===== src/rtl/st_pkg.sv =====
package st_pkg;

    typedef enum logic [1:0] {
        PH_IDLE,
        PH_SUM,
        PH_CHECKER,
        PH_INVERSE
    } st_phase_e;

    typedef struct packed {
        logic text_blank;
        logic blink_clr;
        logic cfg_wr;
        logic glyph_ptr_wr;
    } st_restore_t;

    localparam int unsigned CFG_W      = 8;
    localparam int unsigned RESULT_BIT = 5;
    localparam int unsigned GLYPH_W    = 4;

    // Which phase a given cycle of the run belongs to.
    function automatic st_phase_e phase_of(input logic busy,
                                           input int unsigned cnt,
                                           input int unsigned nwords,
                                           input int unsigned inv_start);
        if (!busy)
            return PH_IDLE;
        else if (cnt < nwords)
            return PH_SUM;
        else if (cnt < inv_start)
            return PH_CHECKER;
        else
            return PH_INVERSE;
    endfunction

endpackage


===== src/rtl/st_timer.sv =====
module st_timer #(
    parameter int unsigned TOTAL_CLKS = 262144,
    localparam int unsigned CNT_W = $clog2(TOTAL_CLKS)
) (
    input  logic             clk,
    input  logic             rst,
    input  logic             start_i,
    output logic             busy_o,
    output logic             accept_o,
    output logic             finish_o,
    output logic [CNT_W-1:0] cnt_o
);

    localparam logic [CNT_W-1:0] LAST = CNT_W'(TOTAL_CLKS - 1);

    assign accept_o = start_i && !busy_o;

    always_ff @(posedge clk) begin
        if (rst) begin
            busy_o   <= 1'b0;
            finish_o <= 1'b0;
            cnt_o    <= '0;
        end else begin
            finish_o <= 1'b0;
            if (accept_o) begin
                busy_o <= 1'b1;
                cnt_o  <= '0;
            end else if (busy_o) begin
                if (cnt_o == LAST) begin
                    busy_o   <= 1'b0;
                    finish_o <= 1'b1;
                    cnt_o    <= '0;
                end else begin
                    cnt_o <= cnt_o + 1'b1;
                end
            end
        end
    end

endmodule


===== src/rtl/st_checksum.sv =====
module st_checksum
    import st_pkg::*;
#(
    parameter int unsigned SUM_W  = 16,
    parameter int unsigned DATA_W = 5,
    parameter int unsigned CNT_W  = 18,
    parameter int unsigned NWORDS = 896,
    parameter logic [SUM_W-1:0] EXP_SUM = '0
) (
    input  logic              clk,
    input  logic              rst,
    input  logic              clear_i,
    input  st_phase_e         phase_i,
    input  logic [CNT_W-1:0]  cnt_i,
    input  logic [DATA_W-1:0] data_i,
    output logic              pass_o
);

    logic [SUM_W-1:0] sum_q;
    logic [SUM_W-1:0] sum_next;

    assign sum_next = sum_q + SUM_W'(data_i);

    always_ff @(posedge clk) begin
        if (rst) begin
            sum_q  <= '0;
            pass_o <= 1'b0;
        end else if (clear_i) begin
            sum_q  <= '0;
            pass_o <= 1'b0;
        end else if (phase_i == PH_SUM) begin
            sum_q <= sum_next;
            if (cnt_i == CNT_W'(NWORDS - 1))
                pass_o <= (sum_next == EXP_SUM);
        end
    end

endmodule


===== src/rtl/st_phase.sv =====
module st_phase
    import st_pkg::*;
#(
    parameter int unsigned CNT_W     = 18,
    parameter int unsigned ADDR_W    = 10,
    parameter int unsigned NWORDS    = 896,
    parameter int unsigned INV_START = 131520
) (
    input  logic              busy_i,
    input  logic [CNT_W-1:0]  cnt_i,
    output st_phase_e         phase_o,
    output logic [ADDR_W-1:0] rom_addr_o,
    output logic              pat_en_o,
    output logic              pat_inv_o
);

    always_comb begin
        phase_o    = phase_of(busy_i, 32'(cnt_i), NWORDS, INV_START);
        rom_addr_o = (phase_o == PH_SUM) ? ADDR_W'(cnt_i) : '0;
        pat_en_o   = (phase_o == PH_CHECKER) || (phase_o == PH_INVERSE);
        pat_inv_o  = (phase_o == PH_INVERSE);
    end

endmodule


===== src/rtl/self_test_seq.sv =====
module self_test_seq
    import st_pkg::*;
#(
    parameter int unsigned TOTAL_CLKS = 262144,
    parameter int unsigned N_CODES    = 128,
    parameter int unsigned ROWS       = 7,
    parameter int unsigned COLS       = 5,
    parameter int unsigned SUM_W      = 16,
    parameter logic [SUM_W-1:0] EXP_SUM = 16'h5A3C,
    localparam int unsigned NWORDS    = N_CODES * ROWS,
    localparam int unsigned ADDR_W    = $clog2(NWORDS),
    localparam int unsigned CNT_W     = $clog2(TOTAL_CLKS),
    localparam int unsigned HALF      = (TOTAL_CLKS - NWORDS) / 2,
    localparam int unsigned INV_START = NWORDS + HALF
) (
    input  logic              clk,
    input  logic              rst,
    input  logic              start_i,
    output logic              busy_o,
    output logic [ADDR_W-1:0] rom_addr_o,
    input  logic [COLS-1:0]   rom_data_i,
    output logic              pat_en_o,
    output logic              pat_inv_o,
    output logic              pass_o,
    output logic              text_blank_o,
    output logic              blink_clr_o,
    output logic              cfg_wr_o,
    output logic [7:0]        cfg_data_o,
    output logic              glyph_ptr_wr_o,
    output logic [3:0]        glyph_ptr_o
);

    logic             accept;
    logic             finish;
    logic [CNT_W-1:0] cnt;
    st_phase_e        phase;
    st_restore_t      restore;

    st_timer #(
        .TOTAL_CLKS(TOTAL_CLKS)
    ) u_timer (
        .clk      (clk),
        .rst      (rst),
        .start_i  (start_i),
        .busy_o   (busy_o),
        .accept_o (accept),
        .finish_o (finish),
        .cnt_o    (cnt)
    );

    st_phase #(
        .CNT_W     (CNT_W),
        .ADDR_W    (ADDR_W),
        .NWORDS    (NWORDS),
        .INV_START (INV_START)
    ) u_phase (
        .busy_i     (busy_o),
        .cnt_i      (cnt),
        .phase_o    (phase),
        .rom_addr_o (rom_addr_o),
        .pat_en_o   (pat_en_o),
        .pat_inv_o  (pat_inv_o)
    );

    st_checksum #(
        .SUM_W   (SUM_W),
        .DATA_W  (COLS),
        .CNT_W   (CNT_W),
        .NWORDS  (NWORDS),
        .EXP_SUM (EXP_SUM)
    ) u_sum (
        .clk     (clk),
        .rst     (rst),
        .clear_i (accept),
        .phase_i (phase),
        .cnt_i   (cnt),
        .data_i  (rom_data_i),
        .pass_o  (pass_o)
    );

    // All restore strobes share the registered end-of-run pulse.
    always_comb begin
        restore = '{text_blank: finish, blink_clr: finish,
                    cfg_wr: finish, glyph_ptr_wr: finish};
        cfg_data_o             = '0;
        cfg_data_o[RESULT_BIT] = pass_o;
    end

    assign text_blank_o   = restore.text_blank;
    assign blink_clr_o    = restore.blink_clr;
    assign cfg_wr_o       = restore.cfg_wr;
    assign glyph_ptr_wr_o = restore.glyph_ptr_wr;
    assign glyph_ptr_o    = {GLYPH_W{1'b1}};

endmodule


===== config.mk =====
export PLATFORM = sky130hd
export DESIGN_NAME = self_test_seq
export DESIGN_NICKNAME = d
export VERILOG_FILES = /design/src/rtl/st_pkg.sv /design/src/rtl/st_timer.sv /design/src/rtl/st_checksum.sv /design/src/rtl/st_phase.sv /design/src/rtl/self_test_seq.sv
export SDC_FILE = /design/constraint.sdc
export NUM_CORES = 1
export LEC_CHECK = 0
export ABC_CLOCK_PERIOD_IN_PS = 5600
export BUFFER_PORTS_ARGS = -buffer_cell sky130_fd_sc_hd__buf_2
export CAP_MARGIN = 30
export CORE_MARGIN = 10
export CORE_UTILIZATION = 34
export CTS_CLUSTER_DIAMETER = 50
export CTS_CLUSTER_SIZE = 28
export DETAILED_ROUTE_END_ITERATION = 6
export SLEW_MARGIN = 20
export SYNTH_ARGS = -nofsm -noshare
export SYNTH_HDL_FRONTEND = slang
export SYNTH_SLANG_ARGS = --single-unit

===== constraint.sdc =====
create_clock -name clk -period 5.6 [get_ports clk]
set_input_delay 0.56 -clock clk [delete_from_list [all_inputs] [get_ports clk]]
set_output_delay 0.56 -clock clk [all_outputs]
set_load 0.005 [all_outputs]

# == After elaboration in Yosys (flattened, before gate mapping) ==
# Index checks and enable logic that the tools add are counted.
# word_totals
ramBits,0
mem_bits_ro,0
input_bits,8
latch_bits,0
memories,0
reg_bits,37
word_cells,31
# classes
muxes,9
reduce_logical,6
shift,0
bitwise,1
n_lt_le_gt_ge,2
addsub,2
div_mod_pow,0
mul,0
eq_ne,6
# ops
operator,count
"adder 18 x 1 -> 18 bit, second input constant",1
"== test 18 x 10 -> 1 bit, second input constant",1
"== test 18 bit, second input constant",1
"less-than comparator 18 x 10 -> 1 bit, second input constant",1
"less-than comparator 18 bit, second input constant",1
two-way mux 18 bit,1
adder 16 x 5 -> 16 bit,1
"== test 16 x 15 -> 1 bit, second input constant",1
two-way mux 10 bit,1
two-way mux 1 bit,5
"== test 2 bit, second input constant",2
two-way mux 2 bit,2
OR reduction 3 bit,1
"== test 2 x 1 -> 1 bit, second input constant",1
AND reduction 2 bit,1
OR reduction 2 bit,1
logical AND 1 bit,1
logical NOT 1 bit,1
logical OR 1 bit,1
inverter 1 bit,1

# == Depth between registers and ports, before layout ==
# depth
word_depth,6
ltp_mapped,8
mapped_depth_nobuf,8

# == By module ==
# A second synthesis with hierarchy kept.
# hier_totals
cells_unflattened,282
area_unflattened_um2,2377.3
# modules_own_cells
mod,area_per_inst_um2,n_inst,cells_each
st_checksum,1128.6,1,137
st_timer,959.7,1,106
st_phase,168.9,1,22
self_test_seq,120.1,1,17

# == Worst setup path before layout ==
# Ideal clock, no wire load.
# synth_path
path_type,input port to flip-flop
start,in rom_data_i[0]
end,reg u_sum.pass_o
path_buffers,0
t_arrival_ps,2347
path_slack_ps,3196
required_ps,5543
stages,7
path_cell_list,ha_1 > fa_1 > a21oi_1 > o21ai_4 > a211o_1 > a2111oi_2 > a21o_1
# synth_via
elab_chain_len,2
# synth_lines
item,line_no,text
"start, declared",self_test_seq.sv:21,"input logic [COLS-1:0] rom_data_i,"
adder 16 x 5 -> 16 bit,st_checksum.sv:22,assign sum_next = sum_q + SUM_W'(data_i);
== test 16 x 15 -> 1 bit,st_checksum.sv:34,pass_o <= (sum_next == EXP_SUM);
"end signal, assigned",st_checksum.sv:34,
"end, declared",st_checksum.sv:16,output logic pass_o
# Every way passes these cells.
# A chain may end at the register's enable or synchronous reset.

# == Final worst setup path ==
# Same ends and word-level chain as after synthesis.

==> reports/qor.yml <==
run_status:
  outcome: "finished clean"
cts:
  clkTransAtPathRegs_ps: 80
  cts_hold_buf: 0
  postCtsSetupBuffers: 0
  cts-root-buf: "clkbuf_8"
  cts_tree: "yes"
  h-tree-depth: 2
  cts_buffers: 5
  clkLatencyLatePin_ps: 300
  cts_buffer_depth: 2
  cts_sinks: 37
  cts_resized: 0
placed_design:
  gp_congestion: 0.851
  dp_hpwl_um: 3620
  dp_slack_ps: 2960
  placed_cells: 352
  portBuffers: 26
floorplanning:
  dieArea_mm2: 0.0101
  start_util: 0.347
  core_mm2: 0.00631
  fp.dieH_um: 100
  rows: 29
  die_w_um: 100
  io_pins: 38
power:
  intPower_uw: 426
  power_density_mw_per_mm2: 234
  switching_share: 0.238
  p_clk_frac: 0.436
  switching_power_uw: 133
  p_leak_uw: 0.000973
  seq_power_share: 0.485
  p_comb_frac: 0.079
  ir_drop_mv: 0.111
global_routing:
  grt_pass1_vias: 1724
  gr-total-overflow: 0
  grt_max_degree: 23
  gr-usage-all-layers: 0.0995
  grt_pass1_wl_um: 8160
  antenna_found_initial: 0
sta:
  slew_headroom: 0.567
  setup_ws_ps: 3220
  max_freq_mhz: 421
  fin_setup_tns_ps: 0
  tightestPinTransition_ps: 649
  hold_viol: 0
  fin_crit_sh: 0.424
  setup_viol: 0
  fin_hold_ws_ps: 466
  clock_skew_ps: 10.5
  fin_crit_ps: 2380
  rsz0062_at_grt: "false"
  finalMaxSlewViolations: 0
logic_synthesis:
  yosysMostFrequentCell: "nor2_1"
  syn_avg_cell_area_um2: 8.33
  synthFlopType: "dfxtp_1"
  synth.area.top_cells: "dfxtp_1 34%, nor2_1 7.2%, xnor2_1 6.8%, xor2_1 5.6%, buf_4 5.1%"
  ys_seq_elements: 37
  syn_area_mm2: 0.00219
  synth_edf_count: 0
  synth.yosys.seq_area_share: 0.338
  async_reset_ff_frac: 0
  synth_top_area_frac: 0.338
  synthTopCellsByCount: "42 x nor2_1, 37 x dfxtp_1, 24 x nand2_1"
  ys_warn_count: 0
  synth_top_area_cell: "dfxtp_1"
  syn_inst: 263
  ys_types: 47
route:
  ant_nets: 0
  drtPass1Iterations: 4
  drc: 0
  wl_um: 4850
  route.detailed.wl_per_inst_um: 13.5
  via_count: 1757
  drtIter0Drc: 52
  viasPerCell: 4.88
worst_setup_path:
  worstPathArrival_ps: 2610
  reg2reg_slack_ps: 3280
  critical_path.startpoint: "rom_data_i[0]"
  worstRegToRegCells: 7
  startpoint_type: "primary input"
  critPathKind: "primary input to register"
  cp_max_fo: 4
  cp-end-kind: "register"
  crit-reg2reg-launch: "u_sum.sum_q[0]"
  rr_endpoint: "u_sum.pass_o"
  required_ps: 5840
layout:
  diodes: 0
  drive_above_1_share: 0.166
  fin_nets: 297
  syn_to_final_growth_pct: 9.13
  n_fill_cell: 682
  layoutNonFillerInstCount: 360
min_path:
  hold_class: "primary input to register"
  min_to: "u_timer.finish_o"
  min_from: "rst"
  whs_path_depth: 2
flow_run:
  maxCapViolCount: 0
==> worst max path at each step <==
| stage | endpoint | slack [ps] | cells after the start |
|---|---|---|---|
| 3_3_place_gp | u_sum.pass_o | 2990 | 8 |
| 3_5_place_dp | u_sum.pass_o | 2960 | 8 |
| 6_report | u_sum.pass_o | 3220 | 8 |
| 5_1_grt | u_sum.pass_o | 3100 | 8 |
| 4_1_cts | u_sum.pass_o | 3240 | 8 |
| 2_1_floorplan | u_sum.pass_o | 3200 | 7 |
==> per-layer routing <==
metal | global-route usage | routed length [um]
met5 | 0 | 0
met4 | 0.0380 | 86
met3 | 0.0440 | 387
met2 | 0.150 | 2140
met1 | 0.121 | 2240
==> power groups by stage <==
stage	Sequential (uW)	Combinational [uW]	Clock (uW)
2_1_floorplan	274	44.1	0
3_5_place_dp	277	43.8	0
3_3_place_gp	277	43.5	0
4_1_cts	271	44.1	252
6_report	271	44.2	243
5_1_grt	272	50.2	261
==> state kept, by name (all words and copies together) (netlist names) <==
signal / cells
u_timer.cnt_o: 18
u_sum.sum_q: 16
u_sum.pass_o: 1
u_timer.busy_o: 1
u_timer.finish_o: 1
==> cell type report <==
| cell class | instances | area [um2] | area share |
|---|---|---|---|
| sequential | 37 | 741 | 0.310 |
| clock inverter | 2 | 37.5 | 0.0157 |
| inverter | 7 | 26.3 | 0.0110 |
| clock buffer | 6 | 82.6 | 0.0345 |
| multi-input combinational | 205 | 1280 | 0.535 |
| timing repair buffer | 26 | 130 | 0.0544 |
| tap | 77 | 96.3 | 0.0403 |
==> placed cells by master, fill, tap and decap left out, types with 2 or more instances in the layout <==
cell / count
nand4_1: 10
nor3_1: 5
clkbuf_8: 6
conb_1: 11
a22oi_1: 2
inv_1: 7
buf_2: 26
dfxtp_1: 37
nor2_1: 42
a211oi_1: 3
xnor2_1: 17
nand2_1: 24
nor2b_1: 2
a21oi_1: 12
ha_1: 6
and3_1: 13
nand3_1: 14
xor2_1: 14
o21ai_0: 4
or3_1: 3
==> kinds of logic (layout without fill, tap and decap cells) <==
| family | Yosys count | count (layout) | share of synthesized area |
|---|---|---|---|
| flops | 37 | 37 | 0.338 |
| xor+xnor | 31 | 31 | 0.124 |
| other cells | 2 | 11 | 0.00343 |
| buf+inv | 30 | 41 | 0.0942 |
| fa+ha+maj | 7 | 7 | 0.0434 |
| compound gates | 30 | 30 | 0.0993 |
| simple gates | 126 | 126 | 0.298 |
==> worst max-delay path: stages <==
cell and delay [ps]:
buf_2 100, ha_1 210, fa_1 410, a21oi_1 380
o21ai_4 140, a211o_1 300, a2111oi_2 360, a21o_1 160
==> through the flow <==
step                      instance area (um2)   util  total power, uW
after CTS                                2390  0.379              567
after global placement                   2270  0.360              321
final                                    2390  0.379              559
after detailed placement                 2270  0.360              321
after global routing                     2390  0.379              583
after floorplan                          2230      -              318
Power figures use the tool's default switching activity.
